## src/rtl/par_pkg.sv

```systemverilog
package par_pkg;

  typedef enum logic {
    KIND_RD  = 1'b0,
    KIND_CFG = 1'b1
  } phase_kind_e;

  localparam int STAT_DPE_BIT  = 0;
  localparam int STAT_MDPD_BIT = 1;
  localparam int STAT_W        = 2;

endpackage

```

## src/rtl/par_capture.sv

```systemverilog
module par_capture
  import par_pkg::*;
#(
  parameter int DATA_W = 32,
  parameter int BE_W   = 4
) (
  input  logic              clk,
  input  logic              rst_n,
  input  logic [DATA_W-1:0] bus_ad,
  input  logic [BE_W-1:0]   bus_cbe,
  input  logic              bus_par,
  input  logic              irdy_n,
  input  logic              trdy_n,
  input  logic              xfer_cfg,
  output logic              phase_done,
  output logic              chk_vld,
  output phase_kind_e       chk_kind,
  output logic              par_err,
  output logic              cfg_we,
  output logic [DATA_W-1:0] cfg_wdata
);

  // odd number of ones over data, enables and parity means an error
  function automatic logic parity_bad(input logic [DATA_W-1:0] ad,
                                      input logic [BE_W-1:0]   be,
                                      input logic              p);
    return ^{ad, be, p};
  endfunction

  logic [DATA_W-1:0] cap_ad;
  logic [BE_W-1:0]   cap_be;

  assign phase_done = ~irdy_n & ~trdy_n;

  always_ff @(posedge clk or negedge rst_n) begin
    if (!rst_n) begin
      chk_vld  <= 1'b0;
      chk_kind <= KIND_RD;
      cap_ad   <= '0;
      cap_be   <= '0;
    end else begin
      chk_vld <= phase_done;
      if (phase_done) begin
        chk_kind <= xfer_cfg ? KIND_CFG : KIND_RD;
        cap_ad   <= bus_ad;
        cap_be   <= bus_cbe;
      end
    end
  end

  assign par_err   = chk_vld & parity_bad(cap_ad, cap_be, bus_par);
  assign cfg_we    = chk_vld & (chk_kind == KIND_CFG);
  assign cfg_wdata = cap_ad;

  a_r8_cfg_we_follows_phase: assert property (@(posedge clk) disable iff (!rst_n)
    cfg_we |-> ($past(phase_done) && $past(xfer_cfg)));

  a_r1_check_needs_phase: assert property (@(posedge clk) disable iff (!rst_n)
    par_err |-> $past(phase_done));

endmodule

```

## src/rtl/par_report.sv

```systemverilog
module par_report
  import par_pkg::*;
(
  input  logic              clk,
  input  logic              rst_n,
  input  logic              par_err,
  input  phase_kind_e       chk_kind,
  input  logic              cfg_resp_en,
  input  logic              rd_resp_en,
  input  logic              stat_clr_we,
  input  logic [STAT_W-1:0] stat_clr,
  output logic              perr_n,
  output logic              stat_dpe,
  output logic              stat_mdpd
);

  logic report_en;
  logic rd_reported;
  logic perr_q;
  logic clr_dpe;
  logic clr_mdpd;

  assign report_en   = (chk_kind == KIND_CFG) ? cfg_resp_en : rd_resp_en;
  assign rd_reported = par_err & (chk_kind == KIND_RD) & rd_resp_en;
  assign clr_dpe     = stat_clr_we & stat_clr[STAT_DPE_BIT];
  assign clr_mdpd    = stat_clr_we & stat_clr[STAT_MDPD_BIT];

  always_ff @(posedge clk or negedge rst_n) begin
    if (!rst_n) begin
      perr_q    <= 1'b0;
      stat_dpe  <= 1'b0;
      stat_mdpd <= 1'b0;
    end else begin
      perr_q <= par_err & report_en;
      if (par_err)      stat_dpe <= 1'b1;
      else if (clr_dpe) stat_dpe <= 1'b0;
      if (rd_reported)   stat_mdpd <= 1'b1;
      else if (clr_mdpd) stat_mdpd <= 1'b0;
    end
  end

  assign perr_n = ~perr_q;

  a_r5_err_sets_dpe: assert property (@(posedge clk) disable iff (!rst_n)
    par_err |=> stat_dpe);

  a_r6_mdpd_needs_enable: assert property (@(posedge clk) disable iff (!rst_n)
    $rose(stat_mdpd) |-> ($past(rd_resp_en) && $past(par_err)));

  a_r7_dpe_sticky: assert property (@(posedge clk) disable iff (!rst_n)
    (stat_dpe && !clr_dpe) |=> stat_dpe);

  a_r4_perr_implies_dpe: assert property (@(posedge clk) disable iff (!rst_n)
    !perr_n |-> stat_dpe);

endmodule

```

## src/rtl/par_tag_ring.sv

```systemverilog
module par_tag_ring #(
  parameter int DEPTH = 8
) (
  input  logic clk,
  input  logic rst_n,
  input  logic push,
  input  logic push_bad,
  input  logic flush,
  input  logic pop,
  output logic avail,
  output logic head_bad
);

  localparam int PTR_W = (DEPTH > 1) ? $clog2(DEPTH) : 1;
  localparam int CNT_W = $clog2(DEPTH + 1);
  localparam logic [CNT_W-1:0] FULL_CNT = CNT_W'(DEPTH);

  function automatic logic [PTR_W-1:0] ptr_next(input logic [PTR_W-1:0] p);
    return (p == PTR_W'(DEPTH - 1)) ? '0 : p + 1'b1;
  endfunction

  logic [DEPTH-1:0] tag;
  logic [PTR_W-1:0] wr_ptr;
  logic [PTR_W-1:0] rd_ptr;
  logic [CNT_W-1:0] cnt;
  logic             do_pop;
  logic             accept;

  assign avail    = (cnt != '0);
  assign head_bad = avail & tag[rd_ptr];
  assign do_pop   = pop & avail & ~flush;
  assign accept   = push & ~flush & ((cnt != FULL_CNT) | do_pop);

  for (genvar i = 0; i < DEPTH; i++) begin : g_slot
    always_ff @(posedge clk or negedge rst_n) begin
      if (!rst_n)                                     tag[i] <= 1'b0;
      else if (flush)                                 tag[i] <= 1'b0;
      else if (accept && wr_ptr == PTR_W'(i))         tag[i] <= push_bad;
      else if (do_pop && rd_ptr == PTR_W'(i))         tag[i] <= 1'b0;
    end
  end

  always_ff @(posedge clk or negedge rst_n) begin
    if (!rst_n) begin
      wr_ptr <= '0;
      rd_ptr <= '0;
      cnt    <= '0;
    end else if (flush) begin
      wr_ptr <= '0;
      rd_ptr <= '0;
      cnt    <= '0;
    end else begin
      if (accept) wr_ptr <= ptr_next(wr_ptr);
      if (do_pop) rd_ptr <= ptr_next(rd_ptr);
      case ({accept, do_pop})
        2'b10:   cnt <= cnt + 1'b1;
        2'b01:   cnt <= cnt - 1'b1;
        default: cnt <= cnt;
      endcase
    end
  end

  a_r10_flush_empties: assert property (@(posedge clk) disable iff (!rst_n)
    flush |=> !avail);

  a_r11_count_bound: assert property (@(posedge clk) disable iff (!rst_n)
    cnt <= FULL_CNT);

  a_r9_pop_shrinks: assert property (@(posedge clk) disable iff (!rst_n)
    (do_pop && !accept) |=> (cnt == $past(cnt) - 1'b1));

endmodule

```

## src/rtl/par_err_handler.sv

```systemverilog
module par_err_handler
  import par_pkg::*;
#(
  parameter int DATA_W = 32,
  parameter int BE_W   = 4,
  parameter int DEPTH  = 8
) (
  input  logic              clk,
  input  logic              rst_n,
  input  logic [DATA_W-1:0] bus_ad,
  input  logic [BE_W-1:0]   bus_cbe,
  input  logic              bus_par,
  input  logic              irdy_n,
  input  logic              trdy_n,
  input  logic              xfer_cfg,
  input  logic              cfg_resp_en,
  input  logic              rd_resp_en,
  input  logic              stat_clr_we,
  input  logic [STAT_W-1:0] stat_clr,
  input  logic              ring_flush,
  input  logic              fwd_pop,
  output logic              perr_n,
  output logic              stat_dpe,
  output logic              stat_mdpd,
  output logic              cfg_we,
  output logic [DATA_W-1:0] cfg_wdata,
  output logic              fwd_avail,
  output logic              fwd_bad
);

  logic        phase_done;
  logic        chk_vld;
  phase_kind_e chk_kind;
  logic        par_err;
  logic        rd_push;

  par_capture #(.DATA_W(DATA_W), .BE_W(BE_W)) u_capture (
    .clk        (clk),
    .rst_n      (rst_n),
    .bus_ad     (bus_ad),
    .bus_cbe    (bus_cbe),
    .bus_par    (bus_par),
    .irdy_n     (irdy_n),
    .trdy_n     (trdy_n),
    .xfer_cfg   (xfer_cfg),
    .phase_done (phase_done),
    .chk_vld    (chk_vld),
    .chk_kind   (chk_kind),
    .par_err    (par_err),
    .cfg_we     (cfg_we),
    .cfg_wdata  (cfg_wdata)
  );

  par_report u_report (
    .clk         (clk),
    .rst_n       (rst_n),
    .par_err     (par_err),
    .chk_kind    (chk_kind),
    .cfg_resp_en (cfg_resp_en),
    .rd_resp_en  (rd_resp_en),
    .stat_clr_we (stat_clr_we),
    .stat_clr    (stat_clr),
    .perr_n      (perr_n),
    .stat_dpe    (stat_dpe),
    .stat_mdpd   (stat_mdpd)
  );

  assign rd_push = chk_vld & (chk_kind == KIND_RD);

  par_tag_ring #(.DEPTH(DEPTH)) u_ring (
    .clk      (clk),
    .rst_n    (rst_n),
    .push     (rd_push),
    .push_bad (par_err),
    .flush    (ring_flush),
    .pop      (fwd_pop),
    .avail    (fwd_avail),
    .head_bad (fwd_bad)
  );

  a_r3_perr_two_after_phase: assert property (@(posedge clk) disable iff (!rst_n)
    !perr_n |-> $past(phase_done, 2));

  a_r10_flush_drops_head: assert property (@(posedge clk) disable iff (!rst_n)
    ring_flush |=> !fwd_bad);

endmodule

```

## config.mk

```make
export PLATFORM = sky130hd
export DESIGN_NAME = par_err_handler
export DESIGN_NICKNAME = d
export VERILOG_FILES = /design/src/rtl/par_pkg.sv /design/src/rtl/par_capture.sv /design/src/rtl/par_report.sv /design/src/rtl/par_tag_ring.sv /design/src/rtl/par_err_handler.sv
export SDC_FILE = /design/constraint.sdc
export NUM_CORES = 1
export LEC_CHECK = 0
export ABC_CLOCK_PERIOD_IN_PS = 3200
export CAP_MARGIN = 30
export CORE_ASPECT_RATIO = 0.5
export CORE_MARGIN = 10
export CORE_UTILIZATION = 25
export DETAILED_ROUTE_END_ITERATION = 10
export HOLD_SLACK_MARGIN = 0.06
export PLACE_DENSITY = 0.51
export RECOVER_POWER = 25
export SETUP_SLACK_MARGIN = 0.02
export SYNTH_ARGS = -nofsm -noshare
export SYNTH_HDL_FRONTEND = slang
export SYNTH_SLANG_ARGS = --single-unit
export TNS_END_PERCENT = 20
```

## constraint.sdc

```tcl
create_clock -name clk -period 3.2 [get_ports clk]
set_input_delay 0.64 -clock clk [delete_from_list [all_inputs] [get_ports clk]]
set_output_delay 0.64 -clock clk [all_outputs]
set_load 0.01 [all_outputs]
```

# Word level (Yosys, flattened, before mapping)
# Cells that the tools add are included.
[word_totals]
out_inout_bits = 38
ff_bits = 59
input_bits = 49
[op_classes]
n_bitwise = 20
add_sub_neg = 4
n_eq_ne = 17
n_mux = 40
reduce_logical = 33
n_lt_le_gt_ge = 1
[op_table]
columns = ["cell", "n"]
rows = [
  ["$reduce_xor A37 Y1", 1],
  ["$mux W1", 31],
  ["$reduce_bool A3 Y1", 9],
  ["$eq A3 B3 Y1 const B", 8],
  ["$mux W3", 6],
  ["$logic_and A1 B1 Y1", 16],
  ["$and A1 B1 Y1", 14],
  ["$eq A3 B2 Y1 const B", 4],
  ["$pmux W4 S2", 1],
  ["$reduce_bool A2 Y1", 4],
  ["$add A3 B1 Y3 const B", 2],
  ["$eq A3 B1 Y1 const B", 2],
  ["$logic_not A3 Y1", 2],
  ["$not A1 Y1", 5],
  ["$add A4 B1 Y4 const B", 1],
  ["$lt A3 B4 Y1 const B", 1],
  ["$mux W4", 1],
  ["$ne A4 B4 Y1 const B", 1],
  ["$reduce_bool A4 Y1", 1],
  ["$sub A4 B1 Y4 const B", 1],
  ["$bmux W1 S3", 1],
  ["$eq A2 B1 Y1 const B", 1],
  ["$eq A2 B2 Y1 const B", 1],
  ["$or A1 B1 Y1", 1],
]

# Depth between registers and ports, before layout
[logic_depth]
ltp_word = 8
ltp_mapped = 9
depth_no_buf = 9

# Modules after synthesis
# A second synthesis with hierarchy kept.
[hier_totals]
hier_cells = 255
hier_area_um2 = 3169.3
[by_module_without_submodules]
columns = ["mod", "n_inst", "cells_each", "area_each_um2"]
rows = [
  ["par_capture", 1, 115, 1741.7],
  ["par_tag_ring", 1, 128, 1291.2],
  ["par_report", 1, 11, 122.6],
  ["par_err_handler", 1, 1, 13.8],
]

# Least setup slack after synthesis
# OpenSTA, ideal clock, no wires.
[synth_timing]
path_type = "in2reg"
start = "input port fwd_pop"
end = "register u_ring.cnt[3]"
stages = 9
t_required_ns = 3.068
slack_ns = 0.860
arrival_time_ns = 2.208
cell_sequence = "o41ai_2 nor3_1 ha_1 a21o_1 a21oi_1 xnor2_1 nand2_1 xor2_1 nor2_1"
[synth_via]
elab_chain_len = 7
word_cells_on_any_way = 9
[synth_lines]
columns = ["item", "line", "rtl"]
rows = [
  ["start, declared", "par_err_handler.sv:21", "input logic fwd_pop,"],
  ["$and A1 B1 Y1 * (2 in series)", "par_tag_ring.sv:31", "assign do_pop = pop & avail & ~flush;"],
  ["$or A1 B1 Y1", "par_tag_ring.sv:32", "assign accept = push & ~flush & ((cnt != FULL_CNT) | do_pop);"],
  ["$and A1 B1 Y1", "par_tag_ring.sv:32", ""],
  ["$eq A2 B1 Y1 or $eq A2 B2 Y1 (tied branches)", "par_tag_ring.sv:55", "case ({accept, do_pop})"],
  ["$pmux W4 S2", "par_tag_ring.sv:55", ""],
  ["$mux W4", "par_tag_ring.sv:48", "end else if (flush) begin"],
  ["end signal, assigned", "par_tag_ring.sv:56", "2'b10: cnt <= cnt + 1'b1;"],
  ["end signal, assigned", "par_tag_ring.sv:57", "2'b01: cnt <= cnt - 1'b1;"],
  ["end signal, assigned", "par_tag_ring.sv:58", "default: cnt <= cnt;"],
  ["end, declared", "par_tag_ring.sv:25", "logic [CNT_W-1:0] cnt;"],
]
# Every way passes the cells marked *; elsewhere a longest branch is shown, timed or not.
# A chain may end at the register's enable or synchronous reset.

# Worst setup path after layout
[layout_timing]
start = "register u_ring.rd_ptr[0]"
end = "output port fwd_bad"
[layout_via]
elab_chain_len = 3
[layout_lines]
columns = ["item", "line", "rtl"]
rows = [
  ["start, declared", "par_tag_ring.sv:24", "logic [PTR_W-1:0] rd_ptr;"],
  ["start signal, assigned", "par_tag_ring.sv:54", "if (do_pop) rd_ptr <= ptr_next(rd_ptr);"],
  ["$bmux W1 S3", "par_tag_ring.sv:30", "assign head_bad = avail & tag[rd_ptr];"],
  ["$mux W1 (not written as such)", "par_tag_ring.sv:30", ""],
  ["$and A1 B1 Y1", "par_tag_ring.sv:30", ""],
  ["end, declared", "par_err_handler.sv:28", "output logic fwd_bad"],
]
# Every way passes these cells. The select of a mux whose other input is x is not followed.

==> impl_metrics.prom <==
# TYPE chip_impl_metric gauge
chip_impl_info{name="result_of_the_run",value="finished with violations"} 1
chip_impl_info{name="violations_in_the_final_reports",value="capacitance limit, slew limit"} 1
chip_impl_metric{name="synth.top_cell.area_share",unit="%"} 49.1
chip_impl_metric{name="iteration_0_drc_count_of_the_detailed_router",unit=""} 75
chip_impl_metric{name="worst-r2r-cell-count",unit=""} 9
chip_impl_info{name="end_kind",value="primary output"} 1
chip_impl_metric{name="max_freq",unit="GHz"} 0.373
chip_impl_metric{name="count_of_antenna_diodes_in_the_layout",unit=""} 0
chip_impl_metric{name="critPathMaxStageDelay",unit="ns"} 0.56
chip_impl_metric{name="numPortBuffers",unit=""} 86
chip_impl_metric{name="critPathRequiredTime",unit="ns"} 2.56
chip_impl_metric{name="cts.reportedPaths.clkPinSlew",unit="ns"} 0.05
chip_impl_metric{name="num-nets-final",unit=""} 415
chip_impl_info{name="critical_path.reg2reg.startpoint",value="u_ring.cnt[2]"} 1
chip_impl_info{name="critPathKind",value="flip-flop to primary output"} 1
chip_impl_metric{name="crit_path_max_fanout",unit=""} 7
chip_impl_metric{name="ctsHtreeMaxLevel",unit=""} 3
chip_impl_metric{name="grt_antenna_before_repair",unit=""} 0
chip_impl_metric{name="place.detailed.hpwl",unit="um"} 6170
chip_impl_metric{name="synth-edff-count",unit=""} 0
chip_impl_metric{name="leakagePower",unit="nW"} 1.79
chip_impl_info{name="hp-start",value="u_report.stat_mdpd"} 1
chip_impl_metric{name="clock_sinks",unit=""} 59
chip_impl_metric{name="post_cts_resize_count",unit=""} 0
chip_impl_metric{name="die_height",unit="um"} 97.6
chip_impl_info{name="timing.hold.worst_endpoint",value="u_report.stat_mdpd"} 1
chip_impl_metric{name="netlist_area",unit="mm^2"} 0.00301
chip_impl_metric{name="post_drt_wl_per_cell",unit="um"} 15.0
chip_impl_metric{name="fin_skew",unit="ns"} 0.00657
chip_impl_metric{name="core",unit="mm^2"} 0.0118
chip_impl_metric{name="timing.final.ws_setup",unit="ns"} 0.520
chip_impl_metric{name="detailedRoute.firstPassIterationCount",unit=""} 4
chip_impl_metric{name="detail_route.drc_violations",unit=""} 0
chip_impl_metric{name="grt_pass1_vias",unit=""} 2497
chip_impl_metric{name="track_usage",unit="%"} 9.51
chip_impl_metric{name="max-clock-path-buffers",unit=""} 2
chip_impl_metric{name="synth_sequential_area_ratio",unit="%"} 49.1
chip_impl_metric{name="powerDensity",unit="mW/mm^2"} 769
chip_impl_metric{name="timing.final.setup_violations",unit=""} 0
chip_impl_metric{name="totalWireLength",unit="um"} 7840
chip_impl_metric{name="gr-total-overflow",unit=""} 0
chip_impl_info{name="synth.cells.most_frequent",value="dfrtp_1, mux2_2, xnor2_1, nand2_1, nor2_1"} 1
chip_impl_info{name="unrepaired_setup_endpoints_after_global_routing",value="false"} 1
chip_impl_info{name="reg2reg_to",value="u_ring.cnt[3]"} 1
chip_impl_metric{name="tns",unit="ns"} 0
chip_impl_info{name="clock-root-buffer",value="clkbuf_16"} 1
chip_impl_metric{name="mappedNetlistNets",unit=""} 319
chip_impl_metric{name="hold_violations",unit=""} 0
chip_impl_info{name="startpoint_type",value="flip-flop"} 1
chip_impl_metric{name="pre_cts_ws",unit="ns"} 0.418
chip_impl_metric{name="numCtsBuffers",unit=""} 9
chip_impl_metric{name="numPlacedInstances",unit=""} 505
chip_impl_info{name="ys_top_cells_by_area",value="dfrtp_1, mux2_2, xnor2_1"} 1
chip_impl_metric{name="synth.ff_latch_count",unit=""} 59
chip_impl_info{name="crit_chain",value="mux4_2, nand2_1, a21oi_1, clkdlybuf4s50_1"} 1
chip_impl_metric{name="grt_first_pass_wirelength",unit="um"} 13100
chip_impl_metric{name="timing.final.crit_period",unit="ns"} 2.68
chip_impl_metric{name="min_delay_path_depth",unit=""} 2
chip_impl_info{name="tritoncts_clock_tree",value="done"} 1
chip_impl_metric{name="route.detailed.vias_per_inst",unit=""} 4.22
chip_impl_metric{name="cp.arrival",unit="ns"} 2.04
chip_impl_metric{name="max_slew_margin",unit="%"} -27.4
chip_impl_metric{name="ys_warn_count",unit=""} 0
chip_impl_info{name="hold_path.class",value="flip-flop to flip-flop"} 1
chip_impl_metric{name="die_footprint",unit="mm^2"} 0.0171
chip_impl_metric{name="io-pin-count",unit=""} 87
chip_impl_metric{name="r2r_slack",unit="ns"} 0.70
chip_impl_metric{name="fin_cells",unit=""} 521
chip_impl_metric{name="area.growth.synth_to_final",unit="%"} 46.7
chip_impl_info{name="yosysMostFrequentCell",value="dfrtp_1"} 1
chip_impl_metric{name="grt_start_max_net_pins",unit=""} 39
chip_impl_metric{name="initial_core_util",unit="%"} 25.5
chip_impl_metric{name="die_width",unit="um"} 175
chip_impl_metric{name="finalWeightedCongestion",unit=""} 0.735
chip_impl_metric{name="final_layout_size_suffix_gt1_share",unit="%"} 17.7
chip_impl_metric{name="std_cell_rows",unit=""} 28
chip_impl_metric{name="drtAntennaViolNets",unit=""} 0
chip_impl_info{name="yosys.area.top_type",value="dfrtp_1"} 1
chip_impl_metric{name="min_period_over_period",unit="%"} 83.7
chip_impl_metric{name="yosys.cell_types.count",unit=""} 31
chip_impl_metric{name="power.ir.vdd_worst",unit="mV"} 0.511
chip_impl_info{name="critical_path.slowest_cell",value="mux4_2"} 1
chip_impl_info{name="postSynth.topFlopCell",value="dfrtp_1"} 1
chip_impl_metric{name="synthesis.area_per_instance",unit="um^2"} 11.8
chip_impl_metric{name="detailroute.via_count",unit=""} 2197
chip_impl_metric{name="post-cts-setup-buffers",unit=""} 0
chip_impl_metric{name="clock_latency",unit="ns"} 0.32
chip_impl_metric{name="ys_async_sr_fraction",unit="%"} 100
chip_impl_metric{name="synthesis.instances",unit=""} 255
chip_impl_metric{name="max_cap_viol_count",unit=""} 1
chip_impl_metric{name="slew_violations",unit=""} 35
chip_impl_metric{name="cts-hold-fix-buffers",unit=""} 0
chip_impl_metric{name="worst_pin_slew",unit="ns"} 1.91
worst max path at each step:
stage	start	end	slack, ns
after global routing	rst_n	u_ring.cnt[1]	0.38
after CTS	u_ring.rd_ptr[0]	fwd_bad	0.49
after floorplan	fwd_pop	u_ring.cnt[3]	0.86
final	u_ring.rd_ptr[0]	fwd_bad	0.52
after detailed placement	ring_flush	u_ring.cnt[3]	0.42
after global placement	ring_flush	u_ring.cnt[3]	0.47
placed cells by master, fill, tap and decap left out, types with 7 or more instances in the layout:
cell              n
clkdlybuf4s50_1  85
clkbuf_16         9
ha_1             14
xor2_1            7
nand4_1           8
o21ai_0           7
xnor2_1          31
mux2_2           38
nand2_1          18
dfrtp_1          59
nor2_1           14
inv_1            11
per-stage QoR:
step	utilization, %	instance area (um^2)	hold WS [ns]	power (mW)
final	37.4	4410	0.489	3.39
after global routing	37.4	4410	0.513	3.66
after CTS	37.5	4420	0.433	3.47
after detailed placement	34.7	4090	0.477	2.40
after global placement	34.7	4090	0.467	2.36
after floorplan	-	3010	0.344	1.88
kinds of logic after synthesis:
family / Yosys count / share of synthesized area (%)
flops: 59 / 49.1
buf+inv: 18 / 2.37
xor+xnor: 39 / 11.8
simple gates: 59 / 9.23
fa+ha+maj: 15 / 6.49
compound gates: 23 / 4.66
mux: 42 / 16.4
per-layer routing:
metal  GRT usage [%]  wire length, um  up-vias
met2            17.8             4260       29
met1            9.91             3200     1091
li1                -                -     1064
met5               0                0        -
met4            3.17              131        0
met3            2.91              247       13
critical path, delay by kind of cell (launching register included):
kind / cells / cell delay [ns]
muxes: 1 / 0.56
and+or+nand+nor: 1 / 0.08
AOI/OAI and AO/OA: 1 / 0.06
buffers and inverters: 1 / 0.51
DFF: 1 / 0.51
state kept, by name, summed over array words and instances, names as in the netlist:
signal / cells
u_ring.rd_ptr: 3
u_report.perr_q: 1
u_ring.wr_ptr: 3
u_report.stat_mdpd: 1
u_capture.cap_be: 4
u_capture.chk_vld: 1
u_capture.cfg_wdata: 32
u_report.stat_dpe: 1
u_ring.tag: 8
u_ring.cnt: 4
u_capture.chk_kind: 1
cell type report:
type                    instances  area, um^2
multi-input cells             178        1470
flip-flops and latches         59        1480
clock buffers                  11         253
clock inverters                 5        75.1
well taps                     165         206
inverters                      11        41.3
fillers                      1171        7390
repair buffers                 92         892
power breakdown:
group	switching [mW]	leakage, nW	internal (mW)
Clock	0.328	0.165	0.719
Combinational	0.645	0.894	0.695
Sequential	0.137	0.734	0.869
Power figures use the tool's default switching activity.
